===== src/rtl/io_bridge_pkg.sv =====
package io_bridge_pkg;

  typedef enum logic [2:0] {
    OP_PORT_RD = 3'd0,
    OP_PORT_WR = 3'd1,
    OP_LOAD    = 3'd2,
    OP_STORE   = 3'd3,
    OP_BSET    = 3'd4,
    OP_BCLR    = 3'd5,
    OP_SKIPSET = 3'd6,
    OP_SKIPCLR = 3'd7
  } io_op_e;

  typedef struct packed {
    logic hit;
    logic illegal;
    logic wr;
    logic rd;
    logic bitmod;
    logic bittest;
  } acc_class_t;

  function automatic logic op_is_bit(input io_op_e op);
    return (op == OP_BSET) || (op == OP_BCLR) ||
           (op == OP_SKIPSET) || (op == OP_SKIPCLR);
  endfunction

  function automatic logic op_is_port(input io_op_e op);
    return (op == OP_PORT_RD) || (op == OP_PORT_WR);
  endfunction

endpackage


===== src/rtl/io_addr_decode.sv =====
module io_addr_decode
  import io_bridge_pkg::*;
#(
  parameter int ADDR_W    = 16,
  parameter int IDX_W     = 8,
  parameter int STD_PORTS = 64,
  parameter int BIT_PORTS = 32,
  parameter int DATA_OFS  = 32,
  parameter int EXT_END   = 256
) (
  input  io_op_e            op,
  input  logic [ADDR_W-1:0] addr,
  output acc_class_t        cls,
  output logic [IDX_W-1:0]  idx
);

  logic port_ok;
  logic bit_ok;
  logic data_ok;

  always_comb begin
    port_ok = addr < ADDR_W'(STD_PORTS);
    bit_ok  = addr < ADDR_W'(BIT_PORTS);
    data_ok = (addr >= ADDR_W'(DATA_OFS)) && (addr < ADDR_W'(EXT_END));
  end

  always_comb begin
    cls = '0;
    idx = '0;
    unique case (op)
      OP_PORT_RD, OP_PORT_WR: begin
        cls.hit     = port_ok;
        cls.illegal = !port_ok;
        cls.rd      = (op == OP_PORT_RD);
        cls.wr      = (op == OP_PORT_WR);
        idx         = IDX_W'(addr);
      end
      OP_LOAD, OP_STORE: begin
        cls.hit = data_ok;
        cls.rd  = (op == OP_LOAD);
        cls.wr  = (op == OP_STORE);
        idx     = IDX_W'(addr - ADDR_W'(DATA_OFS));
      end
      OP_BSET, OP_BCLR: begin
        cls.hit     = bit_ok;
        cls.illegal = !bit_ok;
        cls.bitmod  = 1'b1;
        idx         = IDX_W'(addr);
      end
      OP_SKIPSET, OP_SKIPCLR: begin
        cls.hit     = bit_ok;
        cls.illegal = !bit_ok;
        cls.bittest = 1'b1;
        idx         = IDX_W'(addr);
      end
      default: begin
        cls = '0;
        idx = '0;
      end
    endcase
  end

endmodule


===== src/rtl/io_reg_bank.sv =====
module io_reg_bank #(
  parameter int DATA_W   = 8,
  parameter int NUM_REGS = 224,
  parameter int IDX_W    = 8
) (
  input  logic              clk,
  input  logic              rst_n,
  input  logic              wr_en,
  input  logic [IDX_W-1:0]  wr_idx,
  input  logic [DATA_W-1:0] wr_data,
  input  logic [IDX_W-1:0]  rd_idx,
  output logic [DATA_W-1:0] rd_data
);

  localparam int FLAT_W = NUM_REGS * DATA_W;

  logic [FLAT_W-1:0] flat_q;

  for (genvar g = 0; g < NUM_REGS; g++) begin : g_slot
    logic              slot_en;
    logic [DATA_W-1:0] slot_q;

    assign slot_en = wr_en && (wr_idx == IDX_W'(g));

    always_ff @(posedge clk or negedge rst_n) begin
      if (!rst_n) begin
        slot_q <= '0;
      end else if (slot_en) begin
        slot_q <= wr_data;
      end
    end

    assign flat_q[g*DATA_W +: DATA_W] = slot_q;
  end

  always_comb begin
    if (int'(rd_idx) < NUM_REGS) begin
      rd_data = flat_q[int'(rd_idx)*DATA_W +: DATA_W];
    end else begin
      rd_data = '0;
    end
  end

  AST_WRITE_IN_RANGE: assert property (@(posedge clk) disable iff (!rst_n)
    wr_en |-> (int'(wr_idx) < NUM_REGS)) else $error("write index out of range");

endmodule


===== src/rtl/io_bit_rmw.sv =====
module io_bit_rmw #(
  parameter int DATA_W = 8,
  parameter int IDX_W  = 8,
  parameter int BIT_W  = 3
) (
  input  logic              clk,
  input  logic              rst_n,
  input  logic              start,
  input  logic              set_bit,
  input  logic              test_clear,
  input  logic [BIT_W-1:0]  bit_sel,
  input  logic [IDX_W-1:0]  idx,
  input  logic [DATA_W-1:0] rd_byte,
  output logic              skip_raw,
  output logic              busy,
  output logic              wr_en,
  output logic [IDX_W-1:0]  wr_idx,
  output logic [DATA_W-1:0] wr_byte
);

  typedef enum logic {RMW_IDLE, RMW_WRITE} rmw_state_e;

  rmw_state_e        state_q, state_d;
  logic [DATA_W-1:0] hold_q;
  logic [IDX_W-1:0]  idx_q;
  logic [BIT_W-1:0]  bit_q;
  logic              set_q;
  logic              load_en;
  logic [DATA_W-1:0] mask;

  assign skip_raw = rd_byte[bit_sel] ^ test_clear;
  assign load_en  = start && (state_q == RMW_IDLE);

  always_comb begin
    state_d = state_q;
    unique case (state_q)
      RMW_IDLE:  if (start) state_d = RMW_WRITE;
      RMW_WRITE: state_d = RMW_IDLE;
      default:   state_d = RMW_IDLE;
    endcase
  end

  always_ff @(posedge clk or negedge rst_n) begin
    if (!rst_n) begin
      state_q <= RMW_IDLE;
    end else begin
      state_q <= state_d;
    end
  end

  always_ff @(posedge clk or negedge rst_n) begin
    if (!rst_n) begin
      hold_q <= '0;
      idx_q  <= '0;
      bit_q  <= '0;
      set_q  <= 1'b0;
    end else if (load_en) begin
      hold_q <= rd_byte;
      idx_q  <= idx;
      bit_q  <= bit_sel;
      set_q  <= set_bit;
    end
  end

  always_comb begin
    mask    = DATA_W'(1) << bit_q;
    busy    = (state_q == RMW_WRITE);
    wr_en   = busy;
    wr_idx  = idx_q;
    wr_byte = set_q ? (hold_q | mask) : (hold_q & ~mask);
  end

  AST_NO_START_WHILE_BUSY: assert property (@(posedge clk) disable iff (!rst_n)
    busy |-> !start) else $error("start during write step");

endmodule


===== src/rtl/io_space_bridge.sv =====
module io_space_bridge
  import io_bridge_pkg::*;
#(
  parameter int ADDR_W    = 16,
  parameter int DATA_W    = 8,
  parameter int STD_PORTS = 64,
  parameter int BIT_PORTS = 32,
  parameter int DATA_OFS  = 32,
  parameter int EXT_END   = 256
) (
  input  logic                      clk,
  input  logic                      rst_n,
  input  logic                      req_valid,
  input  logic [2:0]                req_op,
  input  logic [ADDR_W-1:0]         req_addr,
  input  logic [$clog2(DATA_W)-1:0] req_bit,
  input  logic [DATA_W-1:0]         req_wdata,
  output logic                      busy,
  output logic                      rsp_valid,
  output logic [DATA_W-1:0]         rsp_rdata,
  output logic                      rsp_skip,
  output logic                      rsp_illegal
);

  localparam int NUM_REGS = EXT_END - DATA_OFS;
  localparam int IDX_W    = $clog2(NUM_REGS);
  localparam int BIT_W    = $clog2(DATA_W);

  // reset: asserted at once, released after two clock edges
  logic rst_s1_q, rst_core_n;

  always_ff @(posedge clk or negedge rst_n) begin
    if (!rst_n) begin
      rst_s1_q   <= 1'b0;
      rst_core_n <= 1'b0;
    end else begin
      rst_s1_q   <= 1'b1;
      rst_core_n <= rst_s1_q;
    end
  end

  io_op_e            op_in;
  acc_class_t        cls;
  logic [IDX_W-1:0]  dec_idx;
  logic              accept;
  logic              rmw_busy, rmw_wr_en, rmw_start, skip_raw;
  logic [IDX_W-1:0]  rmw_idx;
  logic [DATA_W-1:0] rmw_byte, rd_data;
  logic              bank_wr_en;
  logic [IDX_W-1:0]  bank_wr_idx;
  logic [DATA_W-1:0] bank_wr_data;

  assign op_in = io_op_e'(req_op);

  io_addr_decode #(
    .ADDR_W(ADDR_W), .IDX_W(IDX_W), .STD_PORTS(STD_PORTS),
    .BIT_PORTS(BIT_PORTS), .DATA_OFS(DATA_OFS), .EXT_END(EXT_END)
  ) u_dec (
    .op   (op_in),
    .addr (req_addr),
    .cls  (cls),
    .idx  (dec_idx)
  );

  assign accept    = req_valid && !rmw_busy;
  assign rmw_start = accept && cls.hit && cls.bitmod;

  io_bit_rmw #(.DATA_W(DATA_W), .IDX_W(IDX_W), .BIT_W(BIT_W)) u_rmw (
    .clk        (clk),
    .rst_n      (rst_core_n),
    .start      (rmw_start),
    .set_bit    (op_in == OP_BSET),
    .test_clear (op_in == OP_SKIPCLR),
    .bit_sel    (req_bit),
    .idx        (dec_idx),
    .rd_byte    (rd_data),
    .skip_raw   (skip_raw),
    .busy       (rmw_busy),
    .wr_en      (rmw_wr_en),
    .wr_idx     (rmw_idx),
    .wr_byte    (rmw_byte)
  );

  always_comb begin
    bank_wr_en   = rmw_wr_en || (accept && cls.hit && cls.wr);
    bank_wr_idx  = rmw_wr_en ? rmw_idx : dec_idx;
    bank_wr_data = rmw_wr_en ? rmw_byte : req_wdata;
  end

  io_reg_bank #(.DATA_W(DATA_W), .NUM_REGS(NUM_REGS), .IDX_W(IDX_W)) u_bank (
    .clk     (clk),
    .rst_n   (rst_core_n),
    .wr_en   (bank_wr_en),
    .wr_idx  (bank_wr_idx),
    .wr_data (bank_wr_data),
    .rd_idx  (dec_idx),
    .rd_data (rd_data)
  );

  // response next-state
  logic              valid_d, skip_d, illegal_d;
  logic [DATA_W-1:0] rdata_d;

  always_comb begin
    valid_d   = rmw_wr_en || (accept && !(cls.hit && cls.bitmod));
    illegal_d = accept && cls.illegal;
    skip_d    = accept && cls.hit && cls.bittest && skip_raw;
    if (rmw_wr_en) begin
      rdata_d = rmw_byte;
    end else if (accept && cls.hit && cls.rd) begin
      rdata_d = rd_data;
    end else begin
      rdata_d = '0;
    end
  end

  always_ff @(posedge clk or negedge rst_core_n) begin
    if (!rst_core_n) begin
      rsp_valid   <= 1'b0;
      rsp_rdata   <= '0;
      rsp_skip    <= 1'b0;
      rsp_illegal <= 1'b0;
    end else begin
      rsp_valid   <= valid_d;
      rsp_rdata   <= rdata_d;
      rsp_skip    <= skip_d;
      rsp_illegal <= illegal_d;
    end
  end

  assign busy = rmw_busy;

  AST_RMW_ONE_CYCLE: assert property (@(posedge clk) disable iff (!rst_core_n)
    busy |=> (rsp_valid && !busy)) else $error("write step not single");

  AST_PORT_REACH: assert property (@(posedge clk) disable iff (!rst_core_n)
    (accept && op_is_port(op_in) && (req_addr >= ADDR_W'(STD_PORTS)))
      |=> (rsp_illegal && (rsp_rdata == '0))) else $error("port reach");

  AST_BIT_REGION: assert property (@(posedge clk) disable iff (!rst_core_n)
    (accept && op_is_bit(op_in) && (req_addr >= ADDR_W'(BIT_PORTS)))
      |=> (rsp_valid && rsp_illegal && !rsp_skip && !busy)) else $error("bit region");

  AST_DATA_NEVER_ILLEGAL: assert property (@(posedge clk) disable iff (!rst_core_n)
    (accept && ((op_in == OP_LOAD) || (op_in == OP_STORE))) |=> !rsp_illegal)
    else $error("load/store flagged");

  AST_SKIP_QUALIFIED: assert property (@(posedge clk) disable iff (!rst_core_n)
    rsp_skip |-> (rsp_valid && !rsp_illegal)) else $error("stray skip");

endmodule


===== config.mk =====
export PLATFORM = sky130hd
export DESIGN_NAME = io_space_bridge
export DESIGN_NICKNAME = d
export VERILOG_FILES = /design/src/rtl/io_bridge_pkg.sv /design/src/rtl/io_addr_decode.sv /design/src/rtl/io_reg_bank.sv /design/src/rtl/io_bit_rmw.sv /design/src/rtl/io_space_bridge.sv
export SDC_FILE = /design/constraint.sdc
export NUM_CORES = 2
export LEC_CHECK = 0
export BUFFER_PORTS_ARGS = -buffer_cell sky130_fd_sc_hd__buf_2
export CAP_MARGIN = 20
export CORE_ASPECT_RATIO = 0.5
export CORE_MARGIN = 5
export CORE_UTILIZATION = 50
export CTS_CLUSTER_SIZE = 10
export DETAILED_ROUTE_END_ITERATION = 12
export GPL_TIMING_DRIVEN = 0
export PLACE_DENSITY = 0.66
export SLEW_MARGIN = 40
export SYNTH_ARGS = -nofsm -noshare
export SYNTH_HDL_FRONTEND = slang
export SYNTH_SLANG_ARGS = --single-unit

===== constraint.sdc =====
create_clock -name clk -period 67.7 [get_ports clk]
set_clock_uncertainty 0.05 [all_clocks]
set_input_delay 0 -clock clk [delete_from_list [all_inputs] [get_ports clk]]
set_output_delay 0 -clock clk [all_outputs]
set_load 0.005 [all_outputs]

After elaboration in Yosys (flattened, before gate mapping). Index checks and enable logic that the tools add are counted.

Register bits: 1826.

Add/sub/neg operators: 1. Magnitude comparators: 6. Equality and inequality tests: 230. Shift operators: 2. Multiplexer cells: 16. Bitwise operators: 5. Reductions and logical operators: 250.

Operators by type and width (number): $shiftx A1792 B12 Y8 (1); $eq A8 B8 Y1 const B (96); $eq A8 B7 Y1 const B (64); $eq A8 B6 Y1 const B (32); $logic_and A1 B1 Y1 (236); $eq A8 B5 Y1 const B (16); $eq A8 B4 Y1 const B (8); $mux W8 (6); $eq A8 B3 Y1 const B (4); $eq A8 B2 Y1 const B (2); $ge A16 B6 Y1 const B (1); $lt A16 B6 Y1 const B (1); $lt A16 B7 Y1 const B (1); $lt A16 B9 Y1 const B (1); $pmux W8 S2 (1); $eq A3 B3 Y1 const B (4); $and A8 B8 Y8 (1); $eq A8 B1 Y1 const B (1); $logic_not A8 Y1 (1); $lt A8 B8 Y1 const B (1); $not A8 Y8 (1); $or A8 B8 Y8 (1); $reduce_or A2 Y1 (4); $shl A1 B3 Y8 const A (1); 16 further kinds (25).

Longest topological paths before layout.
Word-level depth: 9. Gate-level depth with buffers: 17. Gate-level depth less buffers: 12.

Cells and area by module. Synthesis repeated with hierarchy kept, for this count alone.

Cells, all modules: 5544. Area total of the unflattened synthesis: 83871.7 sq um.

Modules (own cells, without submodules): io_reg_bank (instances 1, cells each 5360, area an instance 81891.0 sq um); io_bit_rmw (instances 1, cells each 73, area an instance 1013.5 sq um); io_space_bridge (instances 1, cells each 78, area an instance 747.0 sq um); io_addr_decode (instances 1, cells each 33, area an instance 220.2 sq um).

Worst setup path before layout. Ideal clock, no wire load.

Path type: input-to-reg. Start point: input port req_addr[6]. End point: register u_bank.g_slot[123].slot_q[4]. Arrival: 2.654 ns. Path slack: 64.863 ns. Stages on the path: 13. Path buffers: 4. Cell sequence: clkbuf_1 > inv_1 > ha_1 > nor3b_1 > a21oi_1 > buf_2 > o32a_1 > nor2_1 > clkbuf_1 > nand3_1 > clkbuf_1 > nand2_1 > o21ai_0.

Word-level cells in the longest chain between the ends: 7. Elaborated cells on any way between the ends: 14.

RTL lines: from (decl) (line io_space_bridge.sv:15) `input logic [ADDR_W-1:0] req_addr,`; $ge A16 B6 Y1 or $lt A16 B9 Y1 (tied branches) (line io_addr_decode.sv:24) `data_ok = (addr >= ADDR_W'(DATA_OFS)) && (addr < ADDR_W'(EXT_END));`; $logic_and A1 B1 Y1 (line io_addr_decode.sv:24); $pmux W1 S3 (line io_addr_decode.sv:30) `unique case (op)`; $logic_and A1 B1 Y1 (2 in series) (line io_space_bridge.sv:85) `bank_wr_en = rmw_wr_en || (accept && cls.hit && cls.wr);`; $logic_or A1 B1 Y1 (line io_space_bridge.sv:85); $logic_and A1 B1 Y1 * (line io_reg_bank.sv:23) `assign slot_en = wr_en && (wr_idx == IDX_W'(g));`; to (signal assigned) (line io_reg_bank.sv:29) `slot_q <= wr_data;`; to (decl) (line io_reg_bank.sv:21) `logic [DATA_W-1:0] slot_q;`.

Mark *: on every way between the ends. The rest lies on a longest branch, timed or not. A chain may end at the register's enable or synchronous reset.

Worst setup path after layout.
Start point: register u_rmw.state_q, in the netlist u_rmw.busy. End point: register u_bank.g_slot[92].slot_q[2].

Word-level cells in the longest chain between the ends: 6. Elaborated cells on any way between the ends: 9.

RTL lines: from (decl) (line io_bit_rmw.sv:23) `rmw_state_e state_q, state_d;`; from (signal assigned) (line io_bit_rmw.sv:47) `state_q <= state_d;`; branches (longest 6 deep; another with $mux W8); to (signal assigned) (line io_reg_bank.sv:29); to (decl) (line io_reg_bank.sv:21).

Parallel ways; which one is timed is not known.

==> results_dict.tcl <==
set metrics [dict create \
    outcome "finished, final reports clean" \
    hold_viol_final 0 \
    io_buffers 37 \
    critPathKind "reg -> reg" \
    tightest_slew_ps 1160 \
    syn_inst 6847 \
    stdcell_count 9495 \
    final.min_clock_period_ps 5810 \
    drive_gt1_share_pct 24.7 \
    synth_ff_type "dfrtp_1" \
    fp.dieArea_sq_mm 0.175 \
    setup_violations 0 \
    path_cells "clkbuf_1 -> inv_1 -> clkbuf_2 -> a2bb2oi_1 -> nor2_1 -> buf_2 -> nand2_1 -> nor2_2 -> mux2_2" \
    endpoint_kind "flip-flop" \
    design_area_sq_mm 0.0942 \
    cts_tree "built" \
    ys_warn_count 0 \
    fp.coreArea_sq_mm 0.164 \
    reg2reg_depth 9 \
    r2r-end "u_bank.g_slot[92].slot_q[2]" \
    critical_path.reg2reg.startpoint "u_rmw.busy" \
    holdPathStages 4 \
    p_per_area_mw_per_mm2 25.2 \
    antenna_found_initial 72 \
    clock_tree.buffer_depth 4 \
    worstPathArrival_ps 6520 \
    worstPathRequired_ps 68410 \
    synth_most_common_cell "dfrtp_1" \
    synth-seq-cells 1826 \
    gp_congestion 1.11 \
    syn_avg_cell_area_sq_um 12.1 \
    seq_area_frac_synth_pct 55.0 \
    grt_pass1_vias 61900 \
    ir_drop_mv 0.0208 \
    max_cap_violations 0 \
    ys_top_cells_by_count "dfrtp_1 (1826), nand2_1 (1295), o21ai_0 (1171)" \
    vias 67400 \
    fin_nets 7252 \
    dp_hpwl_um 307000 \
    synth_cell_type_count 91 \
    ctsRootBufferMaster "clkbuf_16" \
    synth_fp_nets 6882 \
    layout-area-overhead-vs-synth_pct 13.5 \
    multi_input_area_sq_mm 0.0345 \
    tns_ps 0 \
    worst_hold_path.endpoint "rsp_skip" \
    slowest_stage "buf_2" \
    synth_top_area_cell "dfrtp_1" \
    hold_start "req_op[0]" \
    dr.pass1.iters 7 \
    gr-usage-all-layers_pct 48.0 \
    cts_resized 0 \
    syn_area_sq_mm 0.0830 \
    wirelength_um 422000 \
    die_x_um 586 \
    cts_buffers 209 \
    maxSlewViolCount 0 \
    pin_count 45 \
    rsz0062_at_grt "false" \
    chipHeight_um 298 \
    slew_headroom_pct 21.7 \
    post-route-drc-count 0 \
    dr.first_iter.drc_count 11200 \
    fillers 13800 \
    wl_per_cell_um 44.5 \
    grt_max_degree 44 \
    htreeDepth 4 \
    vias_per_cell 7.09 \
    max_stage_delay_ps 830 \
    p_leak_nw 42.2 \
    rrSetupSlack_ps 61890 \
    synth.top_cell.area_share_pct 55.0 \
    cts_num_sinks 1826 \
    critPathLaunchType "flip-flop" \
    max_freq_mhz 172 \
    num_rows 105 \
    hp-class "in -> reg" \
    grt_overflow_total 0 \
    clkTransAtPathRegs_ps 70 \
    insertion_delay_ps 910 \
    ant_nets 0 \
    synth-edff-count 0 \
    cts_setup_buffers 0 \
    synthArstFlopShare_pct 100 \
    regArea_sq_mm 0.0457 \
    synth_area_leaders "dfrtp_1 (55%), mux4_2 (10%), mux2_2 (9.2%), o21ai_0 (7.1%), nand2_1 (5.9%)" \
    dpl_cell_area_sq_mm 0.0883 \
    start_util_pct 50.5 \
    grt_first_pass_wirelength_um 561000 \
    fin_crit_sh_pct 8.59 \
    placed_cells 9170 \
    cp_max_fo 10 \
]
-- state kept, by name, indices dropped and copies added, names as in the netlist, 3 cells and up --
name,cells
u_rmw.wr_idx,8
u_rmw.hold_q,8
u_rmw.bit_q,3
u_bank.g_slot.slot_q,1792
rsp_rdata,8
-- per-stage QoR --
step                utilization, %  total power, mW  hold WS (ps)  worst slack [ps]
finish                        57.3             2.38          49.9             61890
global route                  57.2             2.41          60.7             62290
CTS                           57.1             2.35          19.4             62140
detailed placement            53.7             1.36          -260             62010
global placement              52.3             1.35          -264            -10660
floorplan                        -             1.24          -346             12980
-- cell families after synthesis --
logic type / Yosys count / share of synthesized area, %
compound gates: 1449 / 9.59
xor+xnor: 5 / 0.0799
fa+ha+maj: 2 / 0.0301
buf+inv: 591 / 3.83
flops: 1826 / 55.0
mux: 1248 / 22.7
other cells: 1 / 0.00452
simple gates: 1725 / 8.68
-- how the worst max path moves through the flow --
stage	from	depth (start not counted)	slack, ps	to
floorplan	rst_core_n	0	12980	rsp_illegal
global placement	rst_core_n	0	-10660	u_bank.g_slot[136].slot_q[6]
detailed placement	req_addr[1]	12	62010	u_bank.g_slot[124].slot_q[4]
CTS	u_rmw.busy	9	62140	u_bank.g_slot[92].slot_q[2]
global route	u_rmw.busy	9	62290	u_bank.g_slot[92].slot_q[1]
finish	u_rmw.busy	9	61890	u_bank.g_slot[92].slot_q[2]
-- worst max-delay path, delay by kind of cell (launching register included) --
kind	cells	cell delay, ps
AND/OR/NAND/NOR	3	2230
flip-flops	1	460
AO/OA/AOI/OAI	1	270
buffers and inverters	4	2240
multiplexers	1	410
-- repair_timing --
action / CTS / global route
hold buffers: 28 / 0
endpoints found under the hold margin: 109 / 0
endpoints found under the setup margin: 0 / 0
-- layer usage --
metal / vias to the layer above / GRT usage (%) / part of all wire [%] / wire, um
met1: 35100 / 64.1 / 38 / 162000
met2: 5637 / 58.3 / 37 / 156000
met3: 1254 / 31.6 / 18 / 77000
li1: 25300 / - / - / -
met5: - / 3.83 / 0.34 / 1460
met4: 45 / 23.6 / 6.1 / 25900
-- layout make-up --
class | count | area share (%)
inverters | 21 | 0.0836
flip-flops and latches | 1826 | 48.5
plain buffers | 570 | 3.46
diodes | 69 | 0.183
well taps | 2193 | 2.91
clock buffers | 220 | 5.67
clock inverters | 7 | 0.0916
multi-input cells | 4430 | 36.6
repair buffers | 159 | 2.54
-- cells in the final DEF, fill, tap and decap left out, drive strengths merged, types with 26 or more instances in the layout --
| master | n |
|---|---|
| o221ai | 38 |
| nand3 | 174 |
| o22ai | 26 |
| nor2 | 127 |
| clkbuf | 624 |
| dlygate4sd3 | 28 |
| diode | 69 |
| a21oi | 49 |
| nor2b | 26 |
| nand2 | 1298 |
| mux2 | 678 |
| buf | 297 |
| o21ai | 1181 |
| dfrtp | 1826 |
| mux4 | 427 |
| mux2i | 143 |
| nor3 | 31 |
-- power by group --
part	internal [mW]	switching [mW]
logic	0.0596	0.187
clock network	0.550	0.463
registers	1.11	0.0107
(Power assumes the default switching activity.)
